==> config.mk <==
export PLATFORM = sky130hd
export DESIGN_NAME = adc_sar_seq
export DESIGN_NICKNAME = d
export VERILOG_FILES = /design/src/rtl/adc_seq_pkg.sv /design/src/rtl/adc_tad_gen.sv /design/src/rtl/adc_sar_reg.sv /design/src/rtl/adc_sar_seq.sv
export SDC_FILE = /design/constraint.sdc
export NUM_CORES = 1
export LEC_CHECK = 0
export BUFFER_PORTS_ARGS = -buffer_cell sky130_fd_sc_hd__buf_2
export CAP_MARGIN = 20
export CORE_MARGIN = 2
export CORE_UTILIZATION = 57
export DETAILED_ROUTE_END_ITERATION = 12
export PLACE_DENSITY = 0.79
export SLEW_MARGIN = 15
export SYNTH_ARGS = -nofsm -noshare
export SYNTH_HDL_FRONTEND = slang
export SYNTH_SLANG_ARGS = --single-unit
==> constraint.sdc <==
create_clock -name clk -period 2.4 [get_ports clk]
set_input_delay 0.24 -clock clk [delete_from_list [all_inputs] [get_ports clk]]
set_output_delay 0.24 -clock clk [all_outputs]
set_load 0.05 [all_outputs]
==> src/rtl/adc_seq_pkg.sv <==
package adc_seq_pkg;
  typedef enum logic [1:0] {
    ST_IDLE   = 2'd0,
    ST_RCWAIT = 2'd1,
    ST_CONV   = 2'd2,
    ST_HOLD   = 2'd3
  } seq_st_t;

  localparam logic [1:0] SEL_EXT = 2'd3;

  // Divider ratio chosen by a clock-select value.
  function automatic int unsigned pick_div(input logic [1:0] sel,
                                           input int unsigned da,
                                           input int unsigned db,
                                           input int unsigned dc);
    case (sel)
      2'd0:    return da;
      2'd1:    return db;
      default: return dc;
    endcase
  endfunction
endpackage

==> src/rtl/adc_tad_gen.sv <==
module adc_tad_gen
  import adc_seq_pkg::*;
#(
  parameter int unsigned DIV_A = 2,
  parameter int unsigned DIV_B = 8,
  parameter int unsigned DIV_C = 32
) (
  input  logic       clk,
  input  logic       rst_n,
  input  logic       run,
  input  logic       restart,
  input  logic [1:0] sel,
  input  logic       rc_tick,
  output logic       tick
);
  localparam int DW = $clog2(DIV_C + 1);

  logic [DW-1:0] div_q;
  logic [DW-1:0] lim_m1;

  assign lim_m1 = DW'(pick_div(sel, DIV_A, DIV_B, DIV_C) - 1);
  assign tick   = run && ((sel == SEL_EXT) ? rc_tick : (div_q >= lim_m1));

  always_ff @(posedge clk or negedge rst_n) begin
    if (!rst_n)                 div_q <= '0;
    else if (restart || !run)   div_q <= '0;
    else if (tick)              div_q <= '0;
    else                        div_q <= div_q + 1'b1;
  end

  // a stopped divider stays cleared
  p_div_idle_r2: assert property (@(posedge clk) disable iff (!rst_n)
    (!run) |=> (div_q == '0));
endmodule

==> src/rtl/adc_sar_reg.sv <==
module adc_sar_reg #(
  parameter int RES_W = 8,
  localparam int IW = $clog2(RES_W)
) (
  input  logic             clk,
  input  logic             rst_n,
  input  logic             load,
  input  logic             step,
  input  logic [IW-1:0]    bit_idx,
  input  logic             cmp_in,
  input  logic             commit,
  input  logic             clear,
  output logic [RES_W-1:0] trial,
  output logic [RES_W-1:0] result
);
  // Decide bit idx from the comparator and raise the next lower bit.
  function automatic logic [RES_W-1:0] resolve_step(input logic [RES_W-1:0] t,
                                                    input logic [IW-1:0] idx,
                                                    input logic c);
    logic [RES_W-1:0] r;
    r = t;
    for (int i = 0; i < RES_W; i++) begin
      if (i == int'(idx))     r[i] = c;
      if (i + 1 == int'(idx)) r[i] = 1'b1;
    end
    return r;
  endfunction

  always_ff @(posedge clk or negedge rst_n) begin
    if (!rst_n) begin
      trial  <= '0;
      result <= '0;
    end else if (clear) begin
      trial  <= '0;
    end else if (load) begin
      trial  <= {1'b1, {(RES_W-1){1'b0}}};
    end else if (commit) begin
      result <= trial;
      trial  <= '0;
    end else if (step) begin
      trial  <= resolve_step(trial, bit_idx, cmp_in);
    end
  end

  // the result register moves only on completion
  p_result_hold_r7: assert property (@(posedge clk) disable iff (!rst_n)
    !commit |=> $stable(result));
  // resolved bit equals the comparator value at its tick
  p_bit_decide_r5: assert property (@(posedge clk) disable iff (!rst_n)
    (step && !clear && !load && !commit) |=> (trial[$past(bit_idx)] == $past(cmp_in)));
endmodule

==> src/rtl/adc_sar_seq.sv <==
module adc_sar_seq
  import adc_seq_pkg::*;
#(
  parameter int RES_W     = 8,
  parameter int FRAME_TAD = 11,
  parameter int HOLD_TAD  = 2,
  parameter int RC_WAIT   = 4,
  parameter int unsigned DIV_A = 2,
  parameter int unsigned DIV_B = 8,
  parameter int unsigned DIV_C = 32
) (
  input  logic             clk,
  input  logic             rst_n,
  input  logic             ctl_wr,
  input  logic             ctl_go,
  input  logic [1:0]       ctl_clksel,
  input  logic             flag_wr,
  input  logic             flag_wdata,
  input  logic             rc_tick,
  input  logic             cmp_in,
  output logic             go,
  output logic             sample_en,
  output logic [RES_W-1:0] trial_code,
  output logic [RES_W-1:0] result,
  output logic             adc_flag
);
  localparam int TW = $clog2(FRAME_TAD + 1);
  localparam int HW = $clog2(HOLD_TAD + 1);
  localparam int WW = $clog2(RC_WAIT + 1);
  localparam int IW = $clog2(RES_W);

  seq_st_t       st;
  logic          go_q, flag_q;
  logic [1:0]    sel_q, sel_eff;
  logic [TW-1:0] tad_cnt;
  logic [HW-1:0] hcnt;
  logic [WW-1:0] wcnt;
  logic [IW-1:0] bit_idx;

  // Named internal events
  logic go_wr_val, busy, tick, abort_evt, start_evt, rc_ready;
  logic conv_enter, step_evt, done_evt, hold_end, tad_run, tad_restart;

  assign sel_eff     = ctl_wr ? ctl_clksel : sel_q;
  assign go_wr_val   = ctl_wr ? ctl_go : go_q;
  assign busy        = (st == ST_CONV) || (st == ST_RCWAIT);
  assign abort_evt   = busy && ctl_wr && !ctl_go;
  assign start_evt   = (st == ST_IDLE) && go_wr_val;
  assign rc_ready    = (st == ST_RCWAIT) && (wcnt == WW'(RC_WAIT - 1)) && !abort_evt;
  assign conv_enter  = (start_evt && (sel_eff != SEL_EXT)) || rc_ready;
  assign step_evt    = (st == ST_CONV) && tick && (tad_cnt < TW'(RES_W)) && !abort_evt;
  assign done_evt    = (st == ST_CONV) && tick && (tad_cnt == TW'(FRAME_TAD - 1)) && !abort_evt;
  assign hold_end    = (st == ST_HOLD) && tick && (hcnt == HW'(HOLD_TAD - 1));
  assign tad_run     = (st == ST_CONV) || (st == ST_HOLD);
  assign tad_restart = conv_enter || done_evt || abort_evt;
  assign bit_idx     = IW'(RES_W - 1) - IW'(tad_cnt);

  adc_tad_gen #(.DIV_A(DIV_A), .DIV_B(DIV_B), .DIV_C(DIV_C)) u_tad (
    .clk(clk), .rst_n(rst_n), .run(tad_run), .restart(tad_restart),
    .sel(sel_q), .rc_tick(rc_tick), .tick(tick)
  );

  adc_sar_reg #(.RES_W(RES_W)) u_sar (
    .clk(clk), .rst_n(rst_n), .load(conv_enter), .step(step_evt),
    .bit_idx(bit_idx), .cmp_in(cmp_in), .commit(done_evt), .clear(abort_evt),
    .trial(trial_code), .result(result)
  );

  always_ff @(posedge clk or negedge rst_n) begin
    if (!rst_n) begin
      st      <= ST_IDLE;
      go_q    <= 1'b0;
      flag_q  <= 1'b0;
      sel_q   <= 2'd0;
      tad_cnt <= '0;
      hcnt    <= '0;
      wcnt    <= '0;
    end else begin
      sel_q  <= sel_eff;
      go_q   <= done_evt ? 1'b0 : go_wr_val;
      flag_q <= done_evt ? 1'b1 : (flag_wr ? flag_wdata : flag_q);
      case (st)
        ST_IDLE: if (start_evt) begin
          if (sel_eff == SEL_EXT) begin st <= ST_RCWAIT; wcnt <= '0; end
          else begin st <= ST_CONV; tad_cnt <= '0; end
        end
        ST_RCWAIT: begin
          if (abort_evt)     begin st <= ST_HOLD; hcnt <= '0; end
          else if (rc_ready) begin st <= ST_CONV; tad_cnt <= '0; end
          else               wcnt <= wcnt + 1'b1;
        end
        ST_CONV: begin
          if (abort_evt || done_evt) begin st <= ST_HOLD; hcnt <= '0; end
          else if (tick)             tad_cnt <= tad_cnt + 1'b1;
        end
        default: begin
          if (hold_end)  st <= ST_IDLE;
          else if (tick) hcnt <= hcnt + 1'b1;
        end
      endcase
    end
  end

  assign go        = go_q;
  assign adc_flag  = flag_q;
  assign sample_en = (st != ST_CONV);

  // the frame counter never passes the last tick
  p_frame_bound_r6: assert property (@(posedge clk) disable iff (!rst_n)
    tad_cnt < TW'(FRAME_TAD));
  // completion clears go, sets the flag, resumes sampling
  p_done_state_r6: assert property (@(posedge clk) disable iff (!rst_n)
    done_evt |=> (adc_flag && !go && sample_en && (trial_code == '0)));
  // sampling stops only with the MSB under test
  p_start_code_r3: assert property (@(posedge clk) disable iff (!rst_n)
    $fell(sample_en) |-> (trial_code == {1'b1, {(RES_W-1){1'b0}}}));
  // RC wait ends in a conversion with the MSB trial
  p_rc_enter_r4: assert property (@(posedge clk) disable iff (!rst_n)
    rc_ready |=> (!sample_en && (trial_code == {1'b1, {(RES_W-1){1'b0}}})));
  // recovery never leads straight into a conversion
  p_hold_gap_r8: assert property (@(posedge clk) disable iff (!rst_n)
    (st == ST_HOLD) |=> (st != ST_CONV));
  // a repeated start during conversion keeps go set
  p_go_ignored_r9: assert property (@(posedge clk) disable iff (!rst_n)
    ((st == ST_CONV) && ctl_wr && ctl_go && !done_evt) |=> go);
  // abort keeps result and flag, resumes sampling
  p_abort_r10: assert property (@(posedge clk) disable iff (!rst_n)
    (abort_evt && !flag_wr) |=> (sample_en && !go && $stable(result) && $stable(adc_flag)));
  // the flag holds until written to zero
  p_flag_sticky_r11: assert property (@(posedge clk) disable iff (!rst_n)
    (adc_flag && !(flag_wr && !flag_wdata)) |=> adc_flag);
endmodule

==> impl_metrics.env, run 1 <==
export IMPL_status="complete, no violations"
export IMPL_cts_hold_buf=0
export IMPL_stdcell_area_sq_um=2590
export IMPL_max_stage_delay_ps=380
export IMPL_grt_max_degree=38
export IMPL_die_y_um=66.2
export IMPL_worstPathArrival_ps=2440
export IMPL_track_usage=0.233
export IMPL_finish_net_count=301
export IMPL_p_sw_mw=1.11
export IMPL_drt_pass1_iter_count=4
export IMPL_synth_seq_area_share=0.420
export IMPL_antenna_cells=0
export IMPL_ys_seq_elements=37
export IMPL_htreeDepth=2
export IMPL_vias=1861
export IMPL_crit_chain="inv_1, ha_1, a21oi_1, o22ai_1, a211o_2, buf_6, o32ai_4, a21oi_2, mux2_1"
export IMPL_p_clk_frac=0.161
export IMPL_synth_cells=230
export IMPL_p_leak_nw=1.28
export IMPL_initial_core_util=0.598
export IMPL_core_sq_um=3690
export IMPL_finalHoldViolations=0
export IMPL_io_pin_count=29
export IMPL_dpl_hpwl_um=3410
export IMPL_postRouteAntennaNets=0
export IMPL_die_x_um=66.2
export IMPL_placed_area_sq_um=2490
export IMPL_worst_path_max_fanout=8
export IMPL_critical_path_top_delay_family="compound AO/OA/AOI/OAI gates"
export IMPL_timing_fmax_mhz=441
export IMPL_gp_congestion=0.860
export IMPL_ff_latch_area_sq_um=926
export IMPL_vias_per_cell=5.76
export IMPL_fillers=290
export IMPL_finClkSkew_ps=5.40
export IMPL_first_iter_violations=127
export IMPL_grt_overflow_total=0
export IMPL_min_path_type="in -> async"
export IMPL_cts_tree="done"
export IMPL_maxCapViolations=0
export IMPL_end_kind="flop"
export IMPL_cpMaxStageDelayCell="dfrtp_1"
export IMPL_netlist_area_sq_um=2210
export IMPL_p_sw_frac=0.432
export IMPL_io_buffers=28
export IMPL_tns_ps=0
export IMPL_avgSynthCellArea_sq_um=9.59
export IMPL_die_area_sq_um=4380
export IMPL_crit_type="reg -> reg"
export IMPL_r2r_end="st[0]$_DFFE_PN0P_"
export IMPL_grt_pass1_vias=1679
export IMPL_numCtsBuffers=5
export IMPL_route_detailed_drc=0
export IMPL_synth_cell_types=49
export IMPL_worstSetupStartpointType="flop"
export IMPL_powerDensity_nw_per_um2=990
export IMPL_clk_latency_ps=290
export IMPL_multi_input_area_sq_um=1190
export IMPL_intPower_mw=1.46
export IMPL_grt_pass1_wl_um=7760
export IMPL_min_period_over_period=0.946
export IMPL_worst_endpoint_required_ps=2570
export IMPL_relSlewSlack=0.458
export IMPL_clock_root_buffer="clkbuf_8"
export IMPL_min_period_ps=2270
export IMPL_cts_clk_slew_worst_paths_ps=70
export IMPL_clk_path_buf_depth=2
export IMPL_seqPwrFrac=0.310
export IMPL_slew_violations=0
export IMPL_reg2reg_from="sel_q[1]$_DFF_PN0_"
export IMPL_clock_sinks=37
export IMPL_ys_warn_count=0
export IMPL_drive_gt1_frac=0.258
export IMPL_reg2reg_depth=9
export IMPL_avgRoutedWirePerCell_um=14.3
export IMPL_comb_power_share=0.528
export IMPL_worst_path_buf_inv=2
export IMPL_setup_viol=0
export IMPL_worst_pin_slew_ps=813
export IMPL_rows=22
export IMPL_antenna_found_initial=0
export IMPL_wl_um=4610
export IMPL_syn_num_nets=257
export IMPL_area_growth_syn_to_layout_pct=17.5
export IMPL_ir_worst_vdd_mv=0.642
export IMPL_rrSetupSlack_ps=130
synthesized netlist by cell type, drive strengths merged:
| cell type | instances | area (sq um) |
|---|---|---|
| a311oi | 2 | 17.5 |
| o211ai | 4 | 30.0 |
| o2111ai | 1 | 8.76 |
| or4 | 2 | 15.0 |
| xor2 | 2 | 17.5 |
| or3 | 1 | 6.26 |
| mux2i | 5 | 50.1 |
| o32ai | 2 | 36.3 |
| a31o | 1 | 17.5 |
| nor3 | 4 | 20.0 |
| a211oi | 1 | 7.51 |
| xnor2 | 2 | 17.5 |
| ha | 17 | 213 |
| nor2b | 4 | 25.0 |
| o311ai | 1 | 8.76 |
| or4b | 1 | 10.0 |
| and2 | 1 | 6.26 |
| o22ai | 2 | 12.5 |
| a221oi | 1 | 8.76 |
| nor3b | 1 | 7.51 |
| nand3b | 1 | 7.51 |
| buf | 5 | 30.0 |
| o21ai | 14 | 70.1 |
| and3 | 1 | 6.26 |
| a211o | 2 | 17.5 |
| a31oi | 3 | 18.8 |
| clkbuf | 1 | 3.75 |
| nand3 | 10 | 50.1 |
| a21oi | 12 | 63.8 |
| nand2 | 21 | 81.3 |
| conb | 1 | 3.75 |
| nand2b | 3 | 18.8 |
| or2b | 1 | 7.51 |
| nor4 | 4 | 25.0 |
| nor2 | 27 | 104 |
| nor4b | 1 | 8.76 |
| mux2 | 14 | 161 |
| nand4 | 1 | 6.26 |
| inv | 16 | 60.1 |
| dfrtp | 37 | 926 |
power by group through the flow:
stage               clock, mW  sequential (mW)  combinational, mW
floorplan                   0            0.922              0.816
global placement            0            0.805               1.29
detailed placement          0            0.808               1.33
CTS                     0.423            0.796               1.34
global route            0.453            0.809               1.49
finish                  0.414            0.796               1.36
per-layer routing:
layer / GRT usage / up-vias / wire length (um)
met1: 0.300 / 886 / 2030
met5: 0 / - / 0
met4: 0.0536 / 0 / 54
met3: 0.0545 / 10 / 224
met2: 0.395 / 61 / 2300
li1: - / 904 / -
how the worst max path moves through the flow:
| stage | end | slack [ps] | from | cells past startpoint |
|---|---|---|---|---|
| after floorplan | hcnt[0]$_DFFE_PN0P_ | 260 | st[0]$_DFFE_PN0P_ | 7 |
| after global placement | st[1]$_DFFE_PN0P_ | 130 | sel_q[1]$_DFF_PN0_ | 9 |
| after detailed placement | hcnt[1]$_DFFE_PN0P_ | 20 | sel_q[1]$_DFF_PN0_ | 8 |
| after CTS | hcnt[1]$_DFFE_PN0P_ | 4 | sel_q[1]$_DFF_PN0_ | 8 |
| after global routing | u_sar.result[6]$_DFFE_PN0P_ | -20 | sel_q[1]$_DFF_PN0_ | 9 |
| final | st[0]$_DFFE_PN0P_ | 130 | sel_q[1]$_DFF_PN0_ | 9 |
cell type report:
| type | count | share of cell area |
|---|---|---|
| Sequential cell | 37 | 0.357 |
| Clock inverter | 2 | 0.00386 |
| Multi-Input combinational cell | 171 | 0.461 |
| Timing Repair Buffer | 43 | 0.104 |
| Tap cell | 48 | 0.0232 |
| Inverter | 16 | 0.0232 |
| Clock buffer | 6 | 0.0280 |
placed cells by master, fill, tap and decap left out, types with 2 or more instances in the layout:
cell type  count
o211ai_1       4
nand2_1       20
xor2_1         2
a21oi_1       11
or4_1          2
o22ai_1        2
nor2b_1        4
ha_1          17
clkbuf_8       5
mux2i_1        5
dfrtp_1       37
inv_1         16
nor3_1         4
xnor2_1        2
buf_4         13
nand3_1        9
clkinv_2       2
a31oi_1        3
nor4_1         4
nor2_1        26
o21ai_0       13
mux2_2        11
mux2_1         2
a311oi_1       2
nand2b_1       3
buf_2         28
cell families after synthesis:
logic type / share of synthesized area
muxes: 0.0959
adders and majority gates: 0.0964
AOI/OAI and AO/OA: 0.144
xor gates and xnor gates: 0.0159
and+or+nand+nor: 0.184
other: 0.00170
DFF: 0.420
buffers and inverters: 0.0425
what timing repair did:
item / in CTS / in global routing
endpoints found under the setup margin: 0 / 15
buffers inserted: 0 / 1
gates resized for setup: 0 / 4
sequential cells by signal, summed over array words and instances, names as in the netlist, 2 cells and up:
| signal | flops |
|---|---|
| u_sar.result | 8 |
| u_tad.div_q | 6 |
| tad_cnt | 4 |
| wcnt | 3 |
| sel_q | 2 |
| st | 2 |
| hcnt | 2 |
| u_sar.trial | 8 |
through the flow:
stage               std cells  setup slack [ps]  total power, mW  hold WS, ps   util
global route              323             -15.5             2.75          110  0.703
detailed placement        314              15.4             2.14          378  0.675
floorplan                 230               259             1.74        -55.6      -
finish                    323               130             2.57         39.4  0.703
CTS                       322              4.39             2.56         66.1  0.697
global placement          314               130             2.10          377  0.675
Note: power is estimated with default switching activity, not from simulation.
==> run 2, diff against run 1 <==
--- a/config.mk
+++ b/config.mk
@@ -10,8 +10,10 @@
 export CORE_MARGIN = 2
 export CORE_UTILIZATION = 57
 export DETAILED_ROUTE_END_ITERATION = 12
-export PLACE_DENSITY = 0.79
+export PLACE_DENSITY = 0.91
 export SLEW_MARGIN = 15
 export SYNTH_ARGS = -nofsm -noshare
 export SYNTH_HDL_FRONTEND = slang
+export SYNTH_HIERARCHICAL = 1
 export SYNTH_SLANG_ARGS = --single-unit
+export TNS_END_PERCENT = 10
==> run 2 against run 1 <==
Count of clock-buffer cells in the layout down 1; cell area up 9.0%; clock power up 34%; the flow now finishes with violations (setup timing); global-route usage up 3.7 points; power up 4.1%; flip-flop and latch count unchanged.
==> impl_metrics.env, run 2 <==
export IMPL_status="complete, but fails checks"
export IMPL_violations="setup timing"
export IMPL_finClkSkew_ps=8.55
export IMPL_initial_core_util=0.598
export IMPL_io_buffers=28
export IMPL_worst_path_buf_inv=2
export IMPL_end_kind="flop"
export IMPL_worstSetupStartpointType="flop"
export IMPL_p_sw_mw=1.14
export IMPL_reg_largest_list="u_sar/result x8, u_sar/trial x8, u_tad/div_q x6"
export IMPL_cts_hold_buf=0
export IMPL_worstPathArrival_ps=2740
export IMPL_finish_net_count=293
export IMPL_track_usage=0.270
export IMPL_min_period_ps=2550
export IMPL_mostFrequentLayoutCell="dfrtp_1"
export IMPL_dpl_hpwl_um=3870
export IMPL_crit_type="reg -> reg"
export IMPL_numCtsBuffers=5
export IMPL_synth_cell_types=62
export IMPL_final_cell_mix="35 x dfrtp_1, 28 x buf_2, 21 x buf_4"
export IMPL_synth_area_leaders="dfrtp_1 42%, ha_1 7.9%, mux2_2 4.1%"
export IMPL_cpMaxStageDelayCell="dfrtp_2"
export IMPL_synth_ff_type="dfrtp_1"
export IMPL_route_detailed_drc=0
export IMPL_seqPwrFrac=0.319
export IMPL_min_path_type="in -> async"
export IMPL_fin_cells=318
export IMPL_clock_root_buffer="clkbuf_8"
export IMPL_slew_violations=0
export IMPL_avgRoutedWirePerCell_um=17.9
export IMPL_antenna_found_initial=0
export IMPL_synthTopCellsByCount="37 x dfrtp_1, 18 x inv_1, 14 x ha_1, 14 x nor2_1, 11 x nand2_1"
export IMPL_antenna_cells=0
export IMPL_core_sq_um=3720
export IMPL_p_clk_frac=0.207
export IMPL_relSlewSlack=0.466
export IMPL_clk_path_buf_depth=2
export IMPL_finalHoldViolations=0
export IMPL_ys_seq_elements=37
export IMPL_die_area_sq_um=4420
export IMPL_intPower_mw=1.53
export IMPL_ir_worst_vdd_mv=0.569
export IMPL_clock_sinks=37
export IMPL_wl_um=5690
export IMPL_rsz0062_at_grt="yes"
export IMPL_gp_congestion=0.910
export IMPL_synth_seq_area_share=0.416
export IMPL_p_leak_nw=1.33
export IMPL_synth_top_area_share=0.416
export IMPL_rows=22
export IMPL_grt_pass1_vias=1845
export IMPL_io_pin_count=29
export IMPL_die_x_um=66.5
export IMPL_ys_warn_count=6
export IMPL_place_inst=304
export IMPL_cts_clk_slew_worst_paths_ps=80
export IMPL_worst_endpoint_required_ps=2590
export IMPL_critical_path_top_delay_family="simple AND/OR/NAND/NOR gates"
export IMPL_grt_overflow_total=0
export IMPL_yosysTopAreaCell="dfrtp_1"
export IMPL_worst_pin_slew_ps=800
export IMPL_first_iter_violations=202
export IMPL_drt_pass1_iter_count=4
export IMPL_finalWorstSetupSlack_ps=-151
export IMPL_vias_per_cell=6.12
export IMPL_grt_max_degree=38
export IMPL_comb_power_share=0.473
export IMPL_stdcell_area_sq_um=2830
export IMPL_crit_start="sel_q[1]$_DFF_PN0_"
export IMPL_yosysMostFrequentCell="dfrtp_1"
export IMPL_powerDensity_nw_per_um2=946
export IMPL_setup_viol=25
export IMPL_netlist_area_sq_um=2220
export IMPL_grt_pass1_wl_um=8870
export IMPL_max_stage_delay_ps=410
export IMPL_timing_fmax_mhz=392
export IMPL_crit_chain="inv_2, ha_4, o211ai_1, o221ai_2, nand3_1, a21boi_2, nand4b_1, nor2_2, nor3b_4, buf_12, mux2_4"
export IMPL_postRouteAntennaNets=0
export IMPL_drive_gt1_frac=0.370
export IMPL_htreeDepth=2
export IMPL_min_period_over_period=1.06
export IMPL_maxCapViolations=0
export IMPL_synth_async_sr_flop_share=1.00
export IMPL_avgSynthCellArea_sq_um=10.2
export IMPL_worst_path_max_fanout=8
export IMPL_clk_latency_ps=300
export IMPL_die_y_um=66.5
export IMPL_syn_num_nets=241
export IMPL_p_sw_frac=0.427
export IMPL_reg2reg_from="sel_q[1]$_DFF_PN0_"
export IMPL_area_growth_syn_to_layout_pct=27.1
export IMPL_synth_edff_count=0
export IMPL_synth_cells=217
export IMPL_vias=1947
export IMPL_cts_tree="done"
export IMPL_placed_area_sq_um=2560
==> run 2: cell types whose count changed after synthesis, sizes merged, moves of 3 or more <==
cell / delta
ha: -3
buf: -3
a211oi: +4
nand2: -10
nor2: -13
inv: +3
nor4: -3
o21ai: -4
==> run 2: area by class of cell <==
type	instances	area, sq um
multi-input combinational	156	1330
sequential	37	928
fill	233	891
clock buffer	5	68.8
tap	48	60.1
timing repair buffer	50	318
clock inverter	3	46.3
inverter	19	71.3
==> run 2: routing by layer <==
layer	global-route usage	wire length [um]
met2	0.456	2940
met5	0	0
met1	0.320	2290
met3	0.0760	232
met4	0.115	225
==> run 2: path summary, 6_finish.rpt <==
check	endpoint	slack, ps	cells past startpoint
min in group clk	sel_q[1]$_DFF_PN0_	190	2
worst min-delay path	u_sar/trial[7]$_DFFE_PN0P_	20	1
worst min register to register	u_sar/result[7]$_DFFE_PN0P_	510	1
worst max register to register	u_sar/result[3]$_DFFE_PN0P_	-150	11
max in group asynchronous	st[0]$_DFFE_PN0P_	1830	1
worst max-delay path	u_sar/result[3]$_DFFE_PN0P_	-150	11
==> run 2: power groups by stage <==
stage	Sequential (mW)	Clock [mW]	Combinational [mW]
final	0.853	0.553	1.26
after global routing	0.866	0.599	1.37
after CTS	0.848	0.556	1.17
after detailed placement	0.858	0	1.15
after global placement	0.844	0	1.09
after floorplan	0.898	0	0.789
==> run 2: metrics by stage <==
step	hold slack (ps)	TNS (ps)	total power [mW]	worst slack, ps	utilization
final	19.6	-2450	2.67	-151	0.760
after floorplan	-55.6	-1190	1.69	-131	-
after global placement	371	-95.2	1.93	-13.9	0.690
after detailed placement	363	-2130	2.01	-193	0.690
after global routing	83.0	-5440	2.83	-261	0.760
after CTS	45.3	-2780	2.58	-145	0.736
==> run 2: timing repair <==
action / 4_1_cts / 5_1_grt
setup buffers: 3 / 3
hold endpoints to repair: 0 / 0
resized for setup: 9 / 14
pin swaps: 8 / 11
endpoints found under the setup margin: 24 / 29
==> run 2: cells by family after synthesis <==
logic type,after synthesis,synth area share
AOI/OAI and AO/OA,49,0.164
xor gates and xnor gates,4,0.0158
adders and majority gates,14,0.0788
buffers and inverters,24,0.0450
DFF,37,0.416
muxes,20,0.0990
other,1,0.00169
and+or+nand+nor,68,0.180
==> run 3, diff against run 2 <==
--- a/config.mk
+++ b/config.mk
@@ -16,4 +16,4 @@
 export SYNTH_HDL_FRONTEND = slang
 export SYNTH_HIERARCHICAL = 1
 export SYNTH_SLANG_ARGS = --single-unit
-export TNS_END_PERCENT = 10
+export TNS_END_PERCENT = 30
==> run 3 against run 2 <==
The run still ends with setup timing left; first-iteration DRC count is 6.4% lower; count of clock-buffer cells in the layout did not move; routed wire length is 6.3% higher; hold slack better by 0.53 ps; global-route usage unchanged; sequential share of layout area is essentially flat; highest routed layer unchanged.
==> impl_metrics.env, run 3 (same netlist as run 2, synthesis figures left out) <==
export IMPL_status="complete, but fails checks"
export IMPL_violations="setup timing"
export IMPL_end_kind="flop"
export IMPL_vias=1985
export IMPL_ir_worst_vdd_mv=0.607
export IMPL_p_sw_mw=1.16
export IMPL_io_pin_count=29
export IMPL_intPower_mw=1.55
export IMPL_worst_path_max_fanout=8
export IMPL_postRouteAntennaNets=0
export IMPL_fin_cells=317
export IMPL_route_detailed_drc=0
export IMPL_finalWorstSetupSlack_ps=-222
export IMPL_cts_hold_buf=0
export IMPL_tns_ps=-3560
export IMPL_gp_congestion=0.910
export IMPL_avgRoutedWirePerCell_um=19.1
export IMPL_min_period_ps=2620
export IMPL_worstSetupStartpointType="flop"
export IMPL_clk_path_buf_depth=2
export IMPL_p_leak_nw=1.33
export IMPL_rrSetupSlack_ps=-220
export IMPL_die_area_sq_um=4420
export IMPL_io_buffers=28
export IMPL_dpl_hpwl_um=3870
export IMPL_setup_viol=27
export IMPL_relSlewSlack=0.461
export IMPL_p_total_mw=2.71
export IMPL_first_iter_violations=189
export IMPL_rows=22
export IMPL_final_cell_mix="35 x dfrtp_1, 28 x buf_2, 20 x buf_4"
export IMPL_maxCapViolations=0
export IMPL_antenna_cells=0
export IMPL_powerDensity_nw_per_um2=958
export IMPL_clock_sinks=37
export IMPL_initial_core_util=0.598
export IMPL_min_period_over_period=1.09
export IMPL_p_sw_frac=0.428
export IMPL_drive_gt1_frac=0.379
export IMPL_crit_chain="inv_2, ha_4, o211ai_1, o221ai_2, nand3_1, a21boi_2, nand4b_1, nor2_2, nor3b_4, buf_12, mux2_4"
export IMPL_cpMaxStageDelayCell="dfrtp_2"
export IMPL_crit_type="reg -> reg"
export IMPL_area_growth_syn_to_layout_pct=27.2
export IMPL_rsz0062_at_grt="yes"
export IMPL_reg_largest_list="u_sar/result x8, u_sar/trial x8, u_tad/div_q x6"
export IMPL_antenna_found_initial=0
export IMPL_cts_tree="done"
export IMPL_comb_power_share=0.479
export IMPL_clock_root_buffer="clkbuf_8"
export IMPL_worst_pin_slew_ps=809
export IMPL_track_usage=0.270
export IMPL_worstPathArrival_ps=2810
export IMPL_cts_clk_slew_worst_paths_ps=80
export IMPL_finClkSkew_ps=12.4
export IMPL_numCtsBuffers=5
export IMPL_core_sq_um=3720
export IMPL_grt_pass1_wl_um=8870
export IMPL_clk_latency_ps=310
export IMPL_die_x_um=66.5
export IMPL_pre_cts_ws_ps=-193
export IMPL_htreeDepth=2
export IMPL_grt_max_degree=38
export IMPL_slew_violations=0
export IMPL_timing_fmax_mhz=381
export IMPL_min_path_type="in -> async"
export IMPL_max_stage_delay_ps=410
export IMPL_wl_um=6050
export IMPL_worst_endpoint_required_ps=2590
export IMPL_drt_pass1_iter_count=6
export IMPL_grt_overflow_total=0
export IMPL_place_inst=304
export IMPL_mostFrequentLayoutCell="dfrtp_1"
export IMPL_seqPwrFrac=0.315
export IMPL_vias_per_cell=6.26
export IMPL_p_clk_frac=0.206
export IMPL_grt_pass1_vias=1845
export IMPL_die_y_um=66.5
export IMPL_finish_net_count=292
export IMPL_finalHoldViolations=0
==> run 3: metal layers <==
layer | global-route usage | vias up | wire length, um
met5 | 0 | - | 0
met1 | 0.320 | 971 | 2330
met2 | 0.456 | 102 | 3060
met3 | 0.0760 | 29 | 356
met4 | 0.115 | 0 | 297
li1 | - | 883 | -
==> run 3: critical path: cells and delay by family, from the launching register on <==
| kind | cells | cell delay, ps |
|---|---|---|
| compound gates | 3 | 490 |
| fa+ha+maj | 1 | 300 |
| buf+inv | 2 | 230 |
| flops | 1 | 410 |
| mux | 1 | 300 |
| simple gates | 4 | 760 |
==> run 3: layout make-up <==
type	count	area, sq um
tap	48	60.1
fill	232	887
inverter	19	71.3
sequential	37	928
timing repair buffer	49	310
clock inverter	3	46.3
multi-input combinational	156	1340
clock buffer	5	68.8
==> run 3: path summary, 6_finish.rpt <==
path	from	to	cells after the start
worst min-delay path	rst_n	u_sar/trial[7]$_DFFE_PN0P_	1
worst min register to register	u_sar/result[7]$_DFFE_PN0P_	u_sar/result[7]$_DFFE_PN0P_	1
max in group asynchronous	rst_n	st[0]$_DFFE_PN0P_	1
worst max register to register	sel_q[1]$_DFF_PN0_	u_sar/result[3]$_DFFE_PN0P_	11
worst max-delay path	sel_q[1]$_DFF_PN0_	u_sar/result[3]$_DFFE_PN0P_	11
min in group clk	ctl_clksel[1]	sel_q[1]$_DFF_PN0_	2
==> run 3: through the flow <==
stage	util	cell area, sq um	hold WS [ps]
finish	0.761	2830	20.2
global route	0.761	2830	81.8
CTS	0.736	2740	45.3
detailed placement	0.690	2560	363
global placement	0.690	2560	371
floorplan	-	2260	-55.6
==> run 3: repair_timing <==
| item | CTS | global route |
|---|---|---|
| setup endpoints to repair | 24 | 29 |
| resized for setup | 9 | 17 |
| gates cloned | 0 | 0 |
| hold endpoints to repair | 0 | 0 |
| pin swaps | 8 | 14 |
| buffers inserted | 3 | 4 |
==> run 3: power groups by stage <==
stage	registers, mW	clock network (mW)	logic [mW]
after detailed placement	0.858	0	1.15
after floorplan	0.898	0	0.789
after global routing	0.868	0.600	1.40
after global placement	0.844	0	1.09
final	0.854	0.558	1.30
after CTS	0.848	0.556	1.17
